`config.mk`:
```
export PLATFORM = sky130hd
export DESIGN_NAME = vend_ctrl
export DESIGN_NICKNAME = d
export VERILOG_FILES = /design/src/rtl/vend_pkg.sv /design/src/rtl/vend_coin_sel.sv /design/src/rtl/vend_next.sv /design/src/rtl/vend_state_reg.sv /design/src/rtl/vend_ctrl.sv
export SDC_FILE = /design/constraint.sdc
export NUM_CORES = 1
export LEC_CHECK = 0
export ABC_AREA = 1
export CAP_MARGIN = 20
export CORE_AREA = 3 3 40 42
export CTS_CLUSTER_SIZE = 12
export DETAILED_ROUTE_END_ITERATION = 8
export DIE_AREA = 0 0 43 45
export REMOVE_ABC_BUFFERS = 1
export SYNTH_ARGS = -nofsm -noshare
export SYNTH_HDL_FRONTEND = slang
export SYNTH_HIERARCHICAL = 1
export SYNTH_SLANG_ARGS = --single-unit
```
`constraint.sdc`:
```
create_clock -name clk -period 1.3 [get_ports clk]
set_input_delay 0.26 -clock clk [delete_from_list [all_inputs] [get_ports clk]]
set_output_delay 0.26 -clock clk [all_outputs]
set_load 0.1 [all_outputs]
```
`src/rtl/vend_pkg.sv`:
```
package vend_pkg;
  localparam int STATE_W = 2;

  typedef enum logic [STATE_W-1:0] {
    ST_EMPTY  = 2'd0,
    ST_HUNDRED = 2'd1,
    ST_FIFTY  = 2'd2
  } credit_e;

  typedef enum logic [1:0] {
    COIN_NONE    = 2'd0,
    COIN_FIFTY   = 2'd1,
    COIN_HUNDRED = 2'd2
  } coin_e;
endpackage

```
`src/rtl/vend_coin_sel.sv`:
```
module vend_coin_sel
  import vend_pkg::*;
(
  input  logic  coin_50,
  input  logic  coin_100,
  output coin_e coin
);
  // The larger coin wins when both strobes arrive together.
  always_comb begin
    if (coin_100)     coin = COIN_HUNDRED;
    else if (coin_50) coin = COIN_FIFTY;
    else              coin = COIN_NONE;
  end
endmodule

```
`src/rtl/vend_next.sv`:
```
module vend_next
  import vend_pkg::*;
(
  input  credit_e state_q,
  input  coin_e   coin,
  output credit_e state_d,
  output logic    dispense,
  output logic    change_50
);
  always_comb begin
    state_d   = state_q;
    dispense  = 1'b0;
    change_50 = 1'b0;
    case (state_q)
      ST_EMPTY: begin
        if (coin == COIN_FIFTY)        state_d = ST_FIFTY;
        else if (coin == COIN_HUNDRED) state_d = ST_HUNDRED;
      end
      ST_FIFTY: begin
        if (coin == COIN_FIFTY) state_d = ST_HUNDRED;
        else if (coin == COIN_HUNDRED) begin
          state_d  = ST_EMPTY;
          dispense = 1'b1;
        end
      end
      ST_HUNDRED: begin
        if (coin != COIN_NONE) begin
          state_d   = ST_EMPTY;
          dispense  = 1'b1;
          change_50 = (coin == COIN_HUNDRED);
        end
      end
      default: state_d = ST_EMPTY;
    endcase
  end
endmodule

```
`src/rtl/vend_state_reg.sv`:
```
module vend_state_reg
  import vend_pkg::*;
#(
  parameter int SYNC_STAGES = 2
) (
  input  logic    clk,
  input  logic    rst_n,
  input  credit_e state_d,
  output credit_e state_q
);
  logic [SYNC_STAGES-1:0] rst_sync_q;
  logic                   rst_int_n;
  logic                   state_en;

  always_ff @(posedge clk or negedge rst_n) begin
    if (!rst_n) rst_sync_q <= '0;
    else        rst_sync_q <= {rst_sync_q[SYNC_STAGES-2:0], 1'b1};
  end
  assign rst_int_n = rst_sync_q[SYNC_STAGES-1];

  assign state_en = (state_d != state_q);

  always_ff @(posedge clk or negedge rst_int_n) begin
    if (!rst_int_n)    state_q <= ST_EMPTY;
    else if (state_en) state_q <= state_d;
  end
endmodule

```
`src/rtl/vend_ctrl.sv`:
```
module vend_ctrl
  import vend_pkg::*;
#(
  parameter int SYNC_STAGES = 2
) (
  input  logic                clk,
  input  logic                rst_n,
  input  logic                coin_50,
  input  logic                coin_100,
  output logic                dispense,
  output logic                change_50,
  output logic [STATE_W-1:0]  credit_state
);
  coin_e   coin;
  credit_e state_q;
  credit_e state_d;

  vend_coin_sel u_sel (
    .coin_50 (coin_50),
    .coin_100(coin_100),
    .coin    (coin)
  );

  vend_next u_next (
    .state_q  (state_q),
    .coin     (coin),
    .state_d  (state_d),
    .dispense (dispense),
    .change_50(change_50)
  );

  vend_state_reg #(.SYNC_STAGES(SYNC_STAGES)) u_reg (
    .clk    (clk),
    .rst_n  (rst_n),
    .state_d(state_d),
    .state_q(state_q)
  );

  assign credit_state = state_q;

  p_change_with_dispense_r9: assert property (@(posedge clk) disable iff (!rst_n)
    change_50 |-> dispense);
  p_empty_after_sale_r4: assert property (@(posedge clk) disable iff (!rst_n)
    dispense |=> (credit_state == ST_EMPTY));
  p_hold_idle_r7: assert property (@(posedge clk) disable iff (!rst_n)
    (!coin_50 && !coin_100) |=> $stable(credit_state));
  p_no_sale_empty_r3: assert property (@(posedge clk) disable iff (!rst_n)
    (credit_state == ST_EMPTY) |-> !dispense);
  p_change_from_hundred_r6: assert property (@(posedge clk) disable iff (!rst_n)
    change_50 |-> (credit_state == ST_HUNDRED && coin_100));
  p_legal_code_r2: assert property (@(posedge clk) disable iff (!rst_n)
    credit_state != 2'd3);
endmodule

```
==> results.yml, run 1 <==
outcome:
  outcome: "complete, but fails checks"
  violations: "setup timing"
critical_path:
  path_max_fanout: 3
  r2r-start: "u_reg/state_q[1]"
  worstPathRequired_ns: 1.04
  cp-startpoint: "u_reg/state_q[1]"
  start_kind: "flip-flop"
  r2r_end: "u_reg/state_q[0]"
  rr_worst_depth: 9
  endpoint_kind: "output port"
  criticalPathCategory: "reg -> out"
  crit_end: "dispense"
  arrival_ns: 1.40
  r2r_slack_ns: 0.04
synthesis:
  ys_seq_elements: 4
  yosys.cell_types.count: 14
  syn_area_sq_um: 317.8
  synth_top_area_cell: "dfrtp_1"
  avgSynthCellArea_sq_um: 6.909
  ys_seq_area_frac: 0.3150
  syn-instance-count: 46
  synth-warning-count: 6
  yosys-top-cells-area: "dfrtp_1 31%, ha_1 16%, inv_1 12%"
  synth_top_area_frac: 0.3150
clocking:
  clock_path_buffers: 2
  cts_made_buffers: 3
  clk_pin_slew_ns: 0.04
  clock_latency_ns: 0.23
  hold_buffers: 0
  htree_levels: 1
  cts_tree: "done"
  cts.sinks: 4
  clock-root-buffer: "clkbuf_4"
floorplanning:
  fp.dieH_um: 45
  die_w_um: 43
  placementRows: 13
  start_util: 0.2473
  io-pin-count: 8
  core_area_sq_um: 1285
  dieArea_sq_um: 1935
job:
  maxCapViolCount: 0
finish:
  design_area_sq_um: 659.4
  regArea_sq_um: 101.3
  drive_above_1_share: 0.5714
  final_cells: 85
  postLayoutCoreUtil: 0.5131
  nFillCells: 117
  multi_input_area_sq_um: 230.2
  diodes: 0
  final_common_cell: "buf_4"
  area_growth_pct: 107.5
  nNetsFinal: 80
  layout_common_cells: "15 x buf_4, 10 x nand2_1, 5 x inv_2, 5 x nand3_1, 5 x inv_1"
placement:
  dp_cells: 78
  gp_routability_congestion: 0.7416
  place_ws_ns: -0.4323
  postPlaceCellArea_sq_um: 529.3
  io_buffers: 7
  dp_hpwl_um: 572.3
power:
  pwr_density_cell_nw_per_um2: 2004
  peakVddDrop_uv: 938.5
  power.switching_w: 0.0006213
  clockPowerShare: 0.113
  p_leak_nw: 0.3320
  p_int_w: 0.0006998
  seq_power_share: 0.135
  p_comb_frac: 0.752
  swShare: 0.4703
sta:
  finClkSkew_ns: 0.001996
  hold_violations: 0
  rsz0062_at_grt: "yes"
  fmax_ghz: 0.6020
  whs_ns: 0.01549
  report.final.slew_viol_count: 0
  setup_viol: 3
  fin_crit_sh: 1.278
  layout_min_cycle_time_ns: 1.661
  finalWorstSetupSlack_ns: -0.3610
route:
  vias_per_cell: 4.094
  ant_nets: 0
  wl_per_cell_um: 9.600
  vias: 348
  drc: 0
  drt_iter0_drc: 1
  firstDrtPassIters: 2
  routed_wl_um: 816
grt:
  grt.met1_usage: 0.1073
  grt.overflow.total: 0
  grt_pass1_vias: 395
  grt_max_degree: 4
  busiest_layer: "met2"
  antenna_found_initial: 0
  track_usage: 0.1112
  grt_pass1_wl_um: 1587
  use_met2: 0.2216
  grt_util_met3: 0.01195
min_path:
  hold_class: "reg -> async"
==> area by class of cell <==
type / instances / area share
Timing Repair Buffer: 24 / 0.3681
Sequential cell: 4 / 0.1537
Clock buffer: 3 / 0.03416
Tap cell: 15 / 0.02846
Multi-Input combinational cell: 28 / 0.3491
Inverter: 11 / 0.06641
==> state kept, by name, summed over array words and instances, names as in the netlist <==
| register | count |
|---|---|
| u_reg/rst_sync_q | 2 |
| u_reg/state_q | 2 |
==> synthesized netlist by cell type <==
cell type   n
inv_1      10
nand2_1    10
nand3_1     5
dfrtp_1     4
ha_1        4
a21oi_1     3
clkbuf_1    2
nor2_1      2
a21oi_2     1
buf_4       1
conb_1      1
inv_2       1
nor2_2      1
nor3b_1     1
==> through the flow <==
step,TNS (ns),power (W)
2_1_floorplan,-5.257,0.0006128
3_3_place_gp,-1.197,0.0009526
3_5_place_dp,-1.204,0.0009580
4_1_cts,-0.9282,0.001308
5_1_grt,-0.7666,0.001412
6_report,-0.5594,0.001321
==> worst max-delay path, stage by stage, from the launching register on <==
cell and delay, ns:
dfrtp_1 0.40, buf_4 0.15, ha_4 0.16, a21oi_4 0.12, nor3b_2 0.05, buf_4 0.14, buf_12 0.15
==> timing repair <==
item / CTS / global route
pin swaps: 3 / 0
setup buffers: 6 / 1
gates resized for setup: 19 / 4
hold endpoints to repair: 0 / 0
endpoints found under the setup margin: 2 / 5
==> cell families (layout without fill, tap and decap cells) <==
logic type / Yosys count / after routing / share of synthesized area
AOI/OAI and AO/OA: 4 / 4 / 0.07479
adders and majority gates: 4 / 4 / 0.1575
buffers and inverters: 14 / 38 / 0.1772
DFF: 4 / 4 / 0.3150
other: 1 / 1 / 0.01180
and+or+nand+nor: 19 / 19 / 0.2638
==> power groups by stage <==
stage                     sequential [W]  combinational (W)  clock [W]
after floorplan                 0.000330           0.000283          0
final                           0.000179           0.000994   0.000149
after CTS                       0.000171           0.000978   0.000160
after global placement          0.000175           0.000778          0
after detailed placement        0.000174           0.000784          0
after global routing            0.000180            0.00106   0.000168
==> how the worst min path moves through the flow <==
stage	to	start	cells past startpoint
after floorplan	u_reg/rst_sync_q[0]	rst_n	0
after global placement	u_reg/state_q[1]	u_reg/rst_sync_q[1]	0
after detailed placement	u_reg/state_q[1]	u_reg/rst_sync_q[1]	0
after CTS	u_reg/state_q[1]	u_reg/rst_sync_q[1]	0
after global routing	u_reg/state_q[1]	u_reg/rst_sync_q[1]	0
final	u_reg/state_q[1]	u_reg/rst_sync_q[1]	0
==> metal layers <==
layer  wire, um  vias to the layer above  share of wire
met5          0                        -              0
met4          0                        0              0
met3         31                        0          0.038
met2        476                        7           0.58
met1        308                      158           0.38
li1           -                      183              -
(Power assumes the default switching activity.)
==> run 2: changes to the inputs <==
Settings changed: ABC_AREA 1 to not set, CORE_AREA 3 3 40 42 to 2 2 39 41, DIE_AREA 0 0 43 45 to 0 0 41 43.
Clock period 1.3 ns to 2.05 ns, I/O delays scaled along.
==> results.yml, run 2 <==
route:
  vias: 241
  wl_per_cell_um: 8.929
  firstDrtPassIters: 4
  routed_wl_um: 500
  vias_per_cell: 4.304
  ant_nets: 0
  drc: 0
  drt_iter0_drc: 4
critical_path:
  r2r_slack_ns: 0.76
  path_buf_inv: 2
  endpoint_kind: "output port"
  critPathMaxStageDelay_ns: 0.45
  worstPathRequired_ns: 1.64
  crit_chain: "clkdlybuf4s50_1 -> nor2b_4 -> o21ai_0 -> nor2_1 -> buf_12"
  arrival_ns: 1.50
  start_kind: "input pin"
  slowest_stage: "clkdlybuf4s50_1"
  path_delay_family: "buffers and inverters"
  criticalPathCategory: "in -> out"
  path_max_fanout: 3
sta:
  whs_ns: 0.01797
  fin_crit_sh: 0.9317
  rsz0062_at_grt: "no"
  layout_min_cycle_time_ns: 1.910
  setup_viol: 0
  finClkSkew_ns: 0.002435
  report.final.slew_viol_count: 0
  fmax_ghz: 0.5235
  hold_violations: 0
floorplanning:
  io-pin-count: 8
  start_util: 0.2125
  fp.dieH_um: 43
  die_w_um: 41
  core_area_sq_um: 1384
  placementRows: 14
  dieArea_sq_um: 1763
power:
  p_comb_frac: 0.650
  finalPower_w: 0.0005928
  seq_power_share: 0.192
  p_leak_nw: 0.2076
  clockPowerShare: 0.158
  swShare: 0.5219
  p_int_w: 0.0002834
  power.switching_w: 0.0003093
  peakVddDrop_uv: 434.5
  pwr_density_cell_nw_per_um2: 1398
clocking:
  clk_pin_slew_ns: 0.04
  clock_path_buffers: 2
  cts.sinks: 4
  clock-root-buffer: "clkbuf_4"
  clock_latency_ns: 0.23
  postCtsSetupBuffers: 0
  cts_made_buffers: 3
  htree_levels: 1
  cts_tree: "done"
finish:
  nNetsFinal: 50
  design_area_sq_um: 424.2
  nFillCells: 144
  reg_top3: "u_reg/rst_sync_q: 2 flops, u_reg/state_q: 2 flops"
  area_growth_pct: 44.26
  diodes: 0
  drive_above_1_share: 0.3750
  layout_common_cells: "4 x buf_4, 4 x ha_1, 4 x dfrtp_1"
placement:
  gp_routability_congestion: 0.6721
  io_buffers: 7
  dp_hpwl_um: 370.4
  postPlaceCellArea_sq_um: 399.1
synthesis:
  muxShareOfSynthArea: 0
  synth_top_area_frac: 0.3404
  synth_edf_count: 0
  synth_top_family_by_area: "adder cells"
  ys_seq_elements: 4
  synth_top_area_cell: "dfrtp_1"
  synth_simple_gate_area_share: 0.1234
  synth-warning-count: 6
  synthArstFlopShare: 1.000
  synth_ff_type: "dfrtp_1"
  yosys.cell_types.count: 19
  syn-instance-count: 31
  synth_fa_ha_area_frac: 0.2085
  ys_seq_area_frac: 0.3404
  avgSynthCellArea_sq_um: 9.485
  synth-xor-area-share: 0.02979
  synth_compound_area_frac: 0.1830
  yosys-top-cells-area: "dfrtp_1 34%, ha_1 17%, nor2b_4 4.7%"
  syn_area_sq_um: 294.0
  yosys-top-cells-count: "4 x dfrtp_1, 4 x ha_1, 3 x inv_1"
outcome:
  outcome: "finished, final reports clean"
grt:
  grt_pass1_vias: 233
  track_usage: 0.07460
  grt_max_degree: 6
  antenna_found_initial: 0
  grt.overflow.total: 0
  grt_pass1_wl_um: 855
job:
  maxCapViolCount: 0
min_path:
  hold_class: "reg -> async"
run 2: cell types whose count changed in the layout (fill, tap and decap cells not counted), moves of 3 or more:
| cell | before | now |
|---|---|---|
| buf_4 | 15 | 4 |
| nand2_1 | 10 | 2 |
| nand3_1 | 5 | 0 |
| inv_2 | 5 | 1 |
| ha_1 | 1 | 4 |
| ha_4 | 3 | 0 |
run 2: cells by family (layout without fill, tap and decap cells):
kind of cell,after synthesis,after routing
fa+ha+maj,5,5
simple gates,6,6
flops,4,4
buf+inv,7,16
compound gates,7,7
xor+xnor,1,1
other cells,1,1
run 2: path summary, 6_finish.rpt:
path	to	startpoint	cells past startpoint
max	dispense	coin_50	5
min	u_reg/state_q[0]	u_reg/rst_sync_q[1]	0
max reg2reg	u_reg/state_q[1]	u_reg/state_q[0]	5
min reg2reg	u_reg/state_q[0]	u_reg/rst_sync_q[1]	0
max in group asynchronous	u_reg/rst_sync_q[0]	rst_n	1
min in group clk	u_reg/rst_sync_q[1]	u_reg/rst_sync_q[0]	0
run 2: power by group through the flow:
| stage | logic (W) | registers (W) | clock network, W |
|---|---|---|---|
| 6_report | 0.000385 | 0.000114 | 0.0000939 |
| 3_5_place_dp | 0.000380 | 0.000115 | 0 |
| 3_3_place_gp | 0.000386 | 0.000115 | 0 |
| 4_1_cts | 0.000385 | 0.000115 | 0.0000997 |
| 5_1_grt | 0.000407 | 0.000118 | 0.000105 |
| 2_1_floorplan | 0.000186 | 0.000210 | 0 |
run 2: stage by stage:
stage	setup WS (ns)	utilization	TNS [ns]	instances
floorplan	-1.146	-	-1.308	28
global placement	0.08711	0.2884	0	53
detailed placement	0.07419	0.2884	0	53
CTS	0.06278	0.3047	0	56
global route	0.04849	0.3065	0	56
finish	0.1400	0.3065	0	56
run 2: layer usage:
layer | track usage | part of all wire | wire length [um] | up-vias
met5 | 0 | 0 | 0 | -
met3 | 0.04712 | 0.084 | 42 | 0
met1 | 0.08795 | 0.45 | 227 | 111
li1 | - | - | - | 119
met2 | 0.1000 | 0.46 | 230 | 11
met4 | 0.04000 | 0 | 0 | 0
run 2: cell type report:
cell class	count	area (sq um)	area share
multi-input cells	20	163.9	0.3864
repair buffers	9	102.6	0.2419
well taps	16	20.02	0.04720
flip-flops and latches	4	100.1	0.2360
clock buffers	3	22.52	0.05310
inverters	4	15.01	0.03540
run 2: what timing repair did:
action / 4_1_cts / 5_1_grt
resized for setup: 0 / 1
hold buffers: 0 / 0
endpoints found under the setup margin: 0 / 1
